## src/rtl/pinbank_pkg.sv

```systemverilog
package pinbank_pkg;

  // Strobes from control to datapath
  typedef struct packed {
    logic loadInit;   // power-on reset or hardware standby
    logic wrDir;      // write direction register
    logic wrLatch;    // write data latch
    logic clrLatch;   // manual reset
    logic captureCs;  // track chip-select level (not in software standby)
    logic csActive;   // pin 4 carries chip-select
    logic csFloat;    // chip-select pin released
    logic csHold;     // chip-select pin holds last level
  } ctrlStrobes_t;

  typedef enum logic [1:0] {
    RD_NONE,
    RD_DIR,
    RD_LATCH,
    RD_PINS
  } readSel_t;

endpackage

```

## src/rtl/pinbank_ctrl.sv

```systemverilog
module pinbank_ctrl
  import pinbank_pkg::*;
#(
  parameter int unsigned ADDR_W = 16,
  parameter int unsigned PIN_W  = 5,
  parameter int unsigned MODE_W = 3,
  parameter int unsigned CS_PIN = 4,
  parameter logic [ADDR_W-1:0] DIR_ADDR   = 16'hFEBF,
  parameter logic [ADDR_W-1:0] LATCH_ADDR = 16'hFF6F,
  parameter logic [ADDR_W-1:0] PINS_ADDR  = 16'hFF5F,
  parameter logic [(1<<MODE_W)-1:0] CS_INIT_MODES = 8'h32
) (
  input  logic              porRstN,
  input  logic              manRstN,
  input  logic              hwStandby,
  input  logic              swStandby,
  input  logic              holdBusOut,
  input  logic [MODE_W-1:0] opMode,
  input  logic              csTakeover,
  input  logic              csDirBit,
  input  logic [ADDR_W-1:0] busAddr,
  input  logic              busWe,
  output ctrlStrobes_t      st,
  output readSel_t          readSel,
  output logic [PIN_W-1:0]  initDir
);

  logic hitDir, hitLatch, hitPins;
  logic initPhase;

  assign hitDir    = (busAddr == DIR_ADDR);
  assign hitLatch  = (busAddr == LATCH_ADDR);
  assign hitPins   = (busAddr == PINS_ADDR);
  assign initPhase = !porRstN || hwStandby;

  always_comb begin
    initDir         = '0;
    initDir[CS_PIN] = CS_INIT_MODES[opMode];
  end

  always_comb begin
    st           = '0;
    st.loadInit  = initPhase;
    st.wrDir     = !initPhase && busWe && hitDir;
    st.wrLatch   = !initPhase && busWe && hitLatch;
    st.clrLatch  = !manRstN;
    st.captureCs = !swStandby;
    st.csActive  = csTakeover && csDirBit;
    st.csFloat   = st.csActive && swStandby && !holdBusOut;
    st.csHold    = st.csActive && swStandby && holdBusOut;
  end

  always_comb begin
    if (hitDir)        readSel = RD_DIR;
    else if (hitLatch) readSel = RD_LATCH;
    else if (hitPins)  readSel = RD_PINS;
    else               readSel = RD_NONE;
  end

endmodule

```

## src/rtl/pinbank_datapath.sv

```systemverilog
module pinbank_datapath
  import pinbank_pkg::*;
#(
  parameter int unsigned PIN_W       = 5,
  parameter int unsigned DATA_W      = 8,
  parameter int unsigned SYNC_STAGES = 2,
  parameter int unsigned CS_PIN      = 4
) (
  input  logic              clk,
  input  logic              porRstN,
  input  ctrlStrobes_t      st,
  input  readSel_t          readSel,
  input  logic [PIN_W-1:0]  initDir,
  input  logic [DATA_W-1:0] busWrData,
  input  logic              csN0,
  input  logic [PIN_W-1:0]  padIn,
  output logic [DATA_W-1:0] busRdData,
  output logic [PIN_W-1:0]  padOut,
  output logic [PIN_W-1:0]  padOe,
  output logic              csDirBit
);

  localparam int unsigned RSV_W = DATA_W - PIN_W;

  logic [PIN_W-1:0] dirReg;
  logic [PIN_W-1:0] latchReg;
  logic [PIN_W-1:0] syncPipe [SYNC_STAGES];
  logic [PIN_W-1:0] pinState;
  logic             csHeld;

  always_ff @(posedge clk) begin
    if (st.loadInit)   dirReg <= initDir;
    else if (st.wrDir) dirReg <= busWrData[PIN_W-1:0];
  end

  always_ff @(posedge clk) begin
    if (st.loadInit || st.clrLatch) latchReg <= '0;
    else if (st.wrLatch)            latchReg <= busWrData[PIN_W-1:0];
  end

  always_ff @(posedge clk) begin
    if (st.loadInit)       csHeld <= 1'b1;
    else if (st.captureCs) csHeld <= csN0;
  end

  always_ff @(posedge clk) begin
    if (st.loadInit) syncPipe[0] <= '0;
    else             syncPipe[0] <= padIn;
  end

  for (genvar s = 1; s < SYNC_STAGES; s++) begin : g_sync
    always_ff @(posedge clk) begin
      if (st.loadInit) syncPipe[s] <= '0;
      else             syncPipe[s] <= syncPipe[s-1];
    end
  end

  for (genvar i = 0; i < PIN_W; i++) begin : g_pin
    if (i == CS_PIN) begin : g_cs
      assign padOe[i]  = st.csActive ? !st.csFloat : dirReg[i];
      assign padOut[i] = st.csActive ? ((st.csHold || st.csFloat) ? csHeld : csN0)
                                     : latchReg[i];
    end else begin : g_gpio
      assign padOe[i]  = dirReg[i];
      assign padOut[i] = latchReg[i];
    end
    assign pinState[i] = padOe[i] ? padOut[i] : syncPipe[SYNC_STAGES-1][i];
  end

  assign csDirBit = dirReg[CS_PIN];

  always_comb begin
    case (readSel)
      RD_DIR:   busRdData = '1;
      RD_LATCH: busRdData = {{RSV_W{1'b1}}, latchReg};
      RD_PINS:  busRdData = {{RSV_W{1'b1}}, pinState};
      default:  busRdData = '0;
    endcase
  end


  init_load_chk: assert property (@(posedge clk) disable iff (!porRstN)
    st.loadInit |=> (dirReg == $past(initDir)) && (latchReg == '0));


  manual_keeps_dir_chk: assert property (@(posedge clk) disable iff (!porRstN)
    (st.clrLatch && !st.loadInit && !st.wrDir) |=> $stable(dirReg));


  cs_float_chk: assert property (@(posedge clk) disable iff (!porRstN)
    st.csFloat |-> !padOe[CS_PIN]);


  cs_hold_chk: assert property (@(posedge clk) disable iff (!porRstN)
    (st.csHold && $past(st.csHold)) |-> ($stable(padOut[CS_PIN]) && padOe[CS_PIN]));


  reserved_ones_chk: assert property (@(posedge clk) disable iff (!porRstN)
    (readSel != RD_NONE) |-> (&busRdData[DATA_W-1:PIN_W]));

endmodule

```

## src/rtl/pinbank_port.sv

```systemverilog
module pinbank_port
  import pinbank_pkg::*;
#(
  parameter int unsigned ADDR_W      = 16,
  parameter int unsigned DATA_W      = 8,
  parameter int unsigned PIN_W       = 5,
  parameter int unsigned MODE_W      = 3,
  parameter int unsigned SYNC_STAGES = 2,
  parameter int unsigned CS_PIN      = 4
) (
  input  logic              clk,
  input  logic              porRstN,
  input  logic              manRstN,
  input  logic              hwStandby,
  input  logic              swStandby,
  input  logic              holdBusOut,
  input  logic [MODE_W-1:0] opMode,
  input  logic              csTakeover,
  input  logic              csN0,
  input  logic [ADDR_W-1:0] busAddr,
  input  logic              busWe,
  input  logic [DATA_W-1:0] busWrData,
  output logic [DATA_W-1:0] busRdData,
  input  logic [PIN_W-1:0]  padIn,
  output logic [PIN_W-1:0]  padOut,
  output logic [PIN_W-1:0]  padOe
);

  ctrlStrobes_t     st;
  readSel_t         readSel;
  logic [PIN_W-1:0] initDir;
  logic             csDirBit;

  pinbank_ctrl #(
    .ADDR_W(ADDR_W), .PIN_W(PIN_W), .MODE_W(MODE_W), .CS_PIN(CS_PIN)
  ) u_ctrl (
    .porRstN(porRstN), .manRstN(manRstN), .hwStandby(hwStandby),
    .swStandby(swStandby), .holdBusOut(holdBusOut), .opMode(opMode),
    .csTakeover(csTakeover), .csDirBit(csDirBit), .busAddr(busAddr),
    .busWe(busWe), .st(st), .readSel(readSel), .initDir(initDir)
  );

  pinbank_datapath #(
    .PIN_W(PIN_W), .DATA_W(DATA_W), .SYNC_STAGES(SYNC_STAGES), .CS_PIN(CS_PIN)
  ) u_dp (
    .clk(clk), .porRstN(porRstN), .st(st), .readSel(readSel),
    .initDir(initDir), .busWrData(busWrData), .csN0(csN0), .padIn(padIn),
    .busRdData(busRdData), .padOut(padOut), .padOe(padOe), .csDirBit(csDirBit)
  );

endmodule

```

## config.mk

```make
export PLATFORM = sky130hd
export DESIGN_NAME = pinbank_port
export DESIGN_NICKNAME = d
export VERILOG_FILES = /design/src/rtl/pinbank_pkg.sv /design/src/rtl/pinbank_ctrl.sv /design/src/rtl/pinbank_datapath.sv /design/src/rtl/pinbank_port.sv
export SDC_FILE = /design/constraint.sdc
export NUM_CORES = 1
export LEC_CHECK = 0
export CORE_UTILIZATION = 37
export CTS_CLUSTER_SIZE = 24
export DETAILED_ROUTE_END_ITERATION = 7
export PLACE_DENSITY_LB_ADDON = 0.12
export REMOVE_ABC_BUFFERS = 1
export SYNTH_ARGS = -nofsm -noshare
export SYNTH_HDL_FRONTEND = slang
export SYNTH_SLANG_ARGS = --single-unit
```

## constraint.sdc

```tcl
create_clock -name clk -period 2.29 [get_ports clk]
set_clock_uncertainty 0.1 [all_clocks]
set_input_delay 0.458 -clock clk [delete_from_list [all_inputs] [get_ports clk]]
set_output_delay 0.458 -clock clk [all_outputs]
set_load 0.02 [all_outputs]
```

# [Word-level counts from Yosys, hierarchy flattened]
# Memory sizes are Yosys's and may differ from the RTL's.
# Cells that the tools add are included.
# W data, S select, Z words.
[classes] n_reduce_logical=16 mux=20 bitwise=2 order_cmp=1 eq_ne=6
[ops] cell="$eq A16 B16 Y1 const B" n=3
[ops] cell="$pmux W8 S3" n=1
[ops] cell="$mux W5" n=4
[ops] cell="$mux W1" n=12
[ops] cell="$logic_and A1 B1 Y1" n=7
[ops] cell="$mux W2" n=3
[ops] cell="$logic_not A1 Y1" n=5
[ops] cell="$eq A2 B2 Y1 const B" n=2
[ops] cell="$lt A3 B4 Y1 const B" n=1
[ops] cell="$logic_or A1 B1 Y1" n=3
[ops] cell="$eq A2 B1 Y1 const B" n=1
[ops] cell="$or A1 B1 Y1" n=2
[ops] cell="$reduce_bool A2 Y1" n=1
[totals] mem_bits_rw=10 inputBits=41 mem_bits_ro=8 n_memories=2 output_inout_bits=18 word_cells=51 regBits=11
[memory_table] name="u_dp.syncPipe" depth=2 word_bits=5 rd=2 rd_clocked_by_memory_dff=0 write_ports=2 line_no="pinbank_datapath.sv:27" text="logic [PIN_W-1:0] syncPipe [SYNC_STAGES];"
[memory_table] name="(name not given)" depth=8 word_bits=1 rd=1 rd_clocked_by_memory_dff=0 write_ports=0 line_no="pinbank_ctrl.sv:38" text="initDir[CS_PIN] = CS_INIT_MODES[opMode];"

# [Depth between registers and ports, before layout]
[logic_depth] word_depth=8 mapped_depth=5 mapped_depth_nobuf=4

# [Hierarchy]
# From an unflattened synthesis, not the netlist that was laid out.
[unflattened] hier_cells=118 hier_area_um2=1109.8
[modules_own_cells] mod="pinbank_datapath" seq_area_each_um2=470.5 n_inst=1 cells_each=88 area_each_um2=889.6
[modules_own_cells] mod="pinbank_ctrl" seq_area_each_um2=0.0 n_inst=1 cells_each=30 area_each_um2=220.2

# [Least setup slack after synthesis]
# No wires, ideal clock.
[synth_path] path_kind="input port to output port" start="input port busAddr[3]" end="output port busRdData[4]" n_path_buf=1 slack_ns=-0.109 arrival_time_ns=1.841 t_required_ns=1.732 path_stages=4 path_cell_list="nand4_1 or4_1 buf_2 o31ai_1"
[synth_via] elab_chain_len=6 word_cells_on_any_way=10 cone_classes="eq/ne: 6; mux: 4"
[synth_rtl] element="start, declared" line_no="pinbank_port.sv:20" text="input logic [ADDR_W-1:0] busAddr,"
[synth_rtl] element="$eq A16 B16 Y1" line_no="pinbank_ctrl.sv:33" text="assign hitPins = (busAddr == PINS_ADDR);"
[synth_rtl] element="$mux W2" line_no="pinbank_ctrl.sv:56" text="else if (hitPins) readSel = RD_PINS;"
[synth_rtl] element="$mux W2" line_no="pinbank_ctrl.sv:55" text="else if (hitLatch) readSel = RD_LATCH;"
[synth_rtl] element="$mux W2 (*)" line_no="pinbank_ctrl.sv:54" text="if (hitDir) readSel = RD_DIR;"
[synth_rtl] element="$eq A2 B2 Y1 / $eq A2 B1 Y1 (equally long branches)" line_no="pinbank_datapath.sv:73" text="case (readSel)"
[synth_rtl] element="$pmux W8 S3 (*)" line_no="pinbank_datapath.sv:73"
[synth_rtl] element="end, declared" line_no="pinbank_port.sv:23" text="output logic [DATA_W-1:0] busRdData,"
# Every way passes the cells marked *; elsewhere a longest branch is shown, timed or not.

# [Final worst setup path]
# Ends and elaborated chain as after synthesis.

==> impl_metrics.py <==
metrics = {
    "die": {
        "core-area_um2": 2540,
        "die_w_um": 54.6,
        "die_height_um": 54.6,
        "initial_core_util": 0.403,
        "rows": 18,
        "io_pins": 59,
        "dieArea_um2": 2980,
    },
    "synth": {
        "synth_warnings": 0,
        "synthCells": 122,
        "ys_ff_latch": 21,
        "netlist-cell-type-count": 28,
        "synth_top_area_share": 0.391,
        "syn_area_um2": 1020,
        "synth.area.top_cells": "dfxtp_1 39%, and2_1 7.3%, nand2_1 5.9%, o21ai_0 5.4%, mux2i_1 4.9%",
        "synth.avg_cell_area_um2": 8.40,
        "synth_top_cell_by_area": "dfxtp_1",
        "yosysSeqAreaShare": 0.420,
    },
    "global_routing": {
        "grt_overflow": 0,
        "grt_pass1_vias": 1079,
        "grt_pass1_wl_mm": 4.49,
        "grt.total_usage": 0.214,
        "antenna_found_initial": 0,
        "grt_max_degree": 17,
    },
    "clock_network": {
        "root_buffer": "clkbuf_4",
        "clk_latency_ns": 0.30,
        "cts_tree": "built",
        "cts_buffers": 3,
        "holdBufCountCts": 0,
        "cts_buffer_depth": 2,
        "path_clk_slew_ns": 0.11,
        "clock_sinks": 21,
        "htree_levels": 1,
    },
    "timing": {
        "slew_viol_final": 0,
        "rsz0062_at_grt": "true",
        "finalCritPeriodShare": 1.06,
        "timing.hold.ws_ns": 0.341,
        "final_hold_viol_count": 0,
        "finalWorstSetupSlack_ns": -0.128,
        "timing.fmax_mhz": 414,
        "finalCriticalPeriod_ns": 2.42,
        "worst_pin_slew_ns": 0.293,
        "setup_viol": 8,
        "slew_headroom": 0.805,
    },
    "finish": {
        "drive_gt1_frac": 0.296,
        "final_common_cell": "buf_4",
        "diodes": 0,
        "syn_to_final_growth_pct": 78.0,
        "layoutNonFillerInstCount": 226,
        "layout.nets": 238,
        "layout_common_cells": "32 x buf_4, 27 x clkdlybuf4s50_1, 20 x dfxtp_1",
    },
    "route": {
        "antenna_left": 0,
        "post_drt_wl_per_cell_um": 14.3,
        "drcViolationCount": 0,
        "drtIter0Drc": 17,
        "vias": 1174,
        "drt-total-wl_mm": 3.23,
        "drt_first_pass_iters": 4,
        "via_per_inst": 5.19,
    },
    "worst_setup_path": {
        "cp_top_family": "simple AND/OR/NAND/NOR gates",
        "start_kind": "input port",
        "crit_path_frequent_cell": "buf_6",
        "crit_path_end_kind": "primary output",
        "regToRegStartpoint": "u_dp.csHeld$_SDFFE_PP1N_",
        "critPathMaxFanout": 6,
        "ff2ff_path_depth": 4,
        "max_stage_delay_ns": 0.58,
        "critPathLaunch": "busAddr[3]",
        "slowest_stage": "or4_4",
        "path_buf_inv": 4,
        "crit_type": "input port to primary output",
        "crit_end": "busRdData[4]",
        "required_ns": 1.73,
        "r2r_slack_ns": 1.33,
        "timing.rr.end": "u_dp.csHeld$_SDFFE_PP1N_",
        "path_cells": "buf_6 > nand4_1 > buf_4 > or4_4 > buf_6 > o31ai_4 > buf_6",
        "cp.depth": 7,
        "arrival_ns": 1.86,
    },
    "flow_run": {
        "cap_violations": 0,
    },
    "placed_design": {
        "port_buffers": 55,
        "hpwl_mm": 2.17,
        "gp_congestion": 0.777,
        "place_inst": 211,
    },
    "status": {
        "violations": "negative setup slack",
        "status": "finished, violations left",
    },
    "power": {
        "ir_drop_mv": 0.326,
        "leakagePower_nw": 0.794,
        "power_density_nw_per_um2": 384,
    },
    "hold_path": {
        "hold_path.class": "flip-flop to flip-flop",
    },
}
[through the flow]
| stage | total power, W | area, um2 | TNS (ns) | setup WS (ns) | util |
|---|---|---|---|---|---|
| after CTS | 0.000693 | 1770 | -0.0547 | -0.0306 | 0.697 |
| after detailed placement | 0.000520 | 1660 | -7.89 | -1.00 | 0.652 |
| final | 0.000701 | 1820 | -0.560 | -0.128 | 0.717 |
| after global placement | 0.000516 | 1660 | -7.52 | -0.929 | 0.652 |
| after global routing | 0.000731 | 1820 | -1.05 | -0.187 | 0.717 |
| after floorplan | 0.000423 | 960 | -0.452 | -0.116 | - |
[report_power, final]
part / total [W] / switching, W / internal [W]
Clock: 0.000177 / 0.000109 / 0.0000678
Combinational: 0.000145 / 0.0000571 / 0.0000879
Sequential: 0.000379 / 0.00000329 / 0.000376
[timing repair]
action                     in CTS  in global routing
pin swaps                      10                  7
buffers inserted               10                  3
setup endpoints to repair      10                 14
gates resized for setup        89                 28
hold endpoints to repair        0                  0
[layer usage]
metal,global-route usage,part of all wire
met4,0.0812,0.010
met1,0.220,0.40
met3,0.0444,0.081
met5,0,0
met2,0.412,0.51
[cell type report]
class | count | area (um2)
tap | 30 | 37.5
clock buffer | 4 | 26.3
multi-input combinational | 85 | 601
inverter | 5 | 18.8
sequential | 21 | 430
timing repair buffer | 81 | 711
fill | 195 | 721
[flip-flops by register name, summed over array words and instances, names as in the netlist]
| register | cells |
|---|---|
| u_dp.dirReg | 5 |
| u_dp.csHeld | 1 |
| u_dp.latchReg | 5 |
| u_dp.syncPipe | 10 |
[kinds of logic after synthesis]
family	Yosys count	synth area share
muxes	5	0.0488
DFF	21	0.420
buffers and inverters	16	0.0818
and+or+nand+nor	49	0.261
AOI/OAI and AO/OA	31	0.188
[worst min path at each step]
stage | start | end | slack (ns) | depth (start not counted)
final | u_dp.syncPipe[0][2]$_SDFF_PP0_ | u_dp.syncPipe[1][2]$_SDFF_PP0_ | 0.34 | 1
after global placement | u_dp.syncPipe[0][4]$_SDFF_PP0_ | u_dp.syncPipe[1][4]$_SDFF_PP0_ | 0.31 | 1
after global routing | u_dp.syncPipe[0][3]$_SDFF_PP0_ | u_dp.syncPipe[1][3]$_SDFF_PP0_ | 0.36 | 1
after floorplan | u_dp.syncPipe[0][0]$_SDFF_PP0_ | u_dp.syncPipe[1][0]$_SDFF_PP0_ | 0.31 | 1
after detailed placement | u_dp.syncPipe[0][2]$_SDFF_PP0_ | u_dp.syncPipe[1][2]$_SDFF_PP0_ | 0.32 | 1
after CTS | u_dp.syncPipe[0][2]$_SDFF_PP0_ | u_dp.syncPipe[1][2]$_SDFF_PP0_ | 0.34 | 1
[synth_stat cells]
cell type and instances:
nand2_1 16, inv_1 5, dfxtp_1 20, a31oi_1 1, a21boi_0 1, and2_1 12
buf_2 1, nand3_1 5, o31ai_1 1, nor4_1 2, nand4bb_1 1, clkbuf_1 4
nand3b_1 1, o21ai_0 11, or4_2 1, mux2i_1 5, or4_1 1, a21o_1 5
nand4_1 3, a21oi_1 7, nor2b_1 3, nor2_1 2, buf_4 6, a221oi_1 1
edfxtp_1 1, nand4b_1 1, or3_1 1, a32oi_1 4
[worst register-to-register path, delay by kind of cell (launching register included)]
family,cells,cell delay (ns)
flops,1,0.32
mux,1,0.18
buf+inv,2,0.24
simple gates,1,0.04
Note: power is estimated with default switching activity, not from simulation.
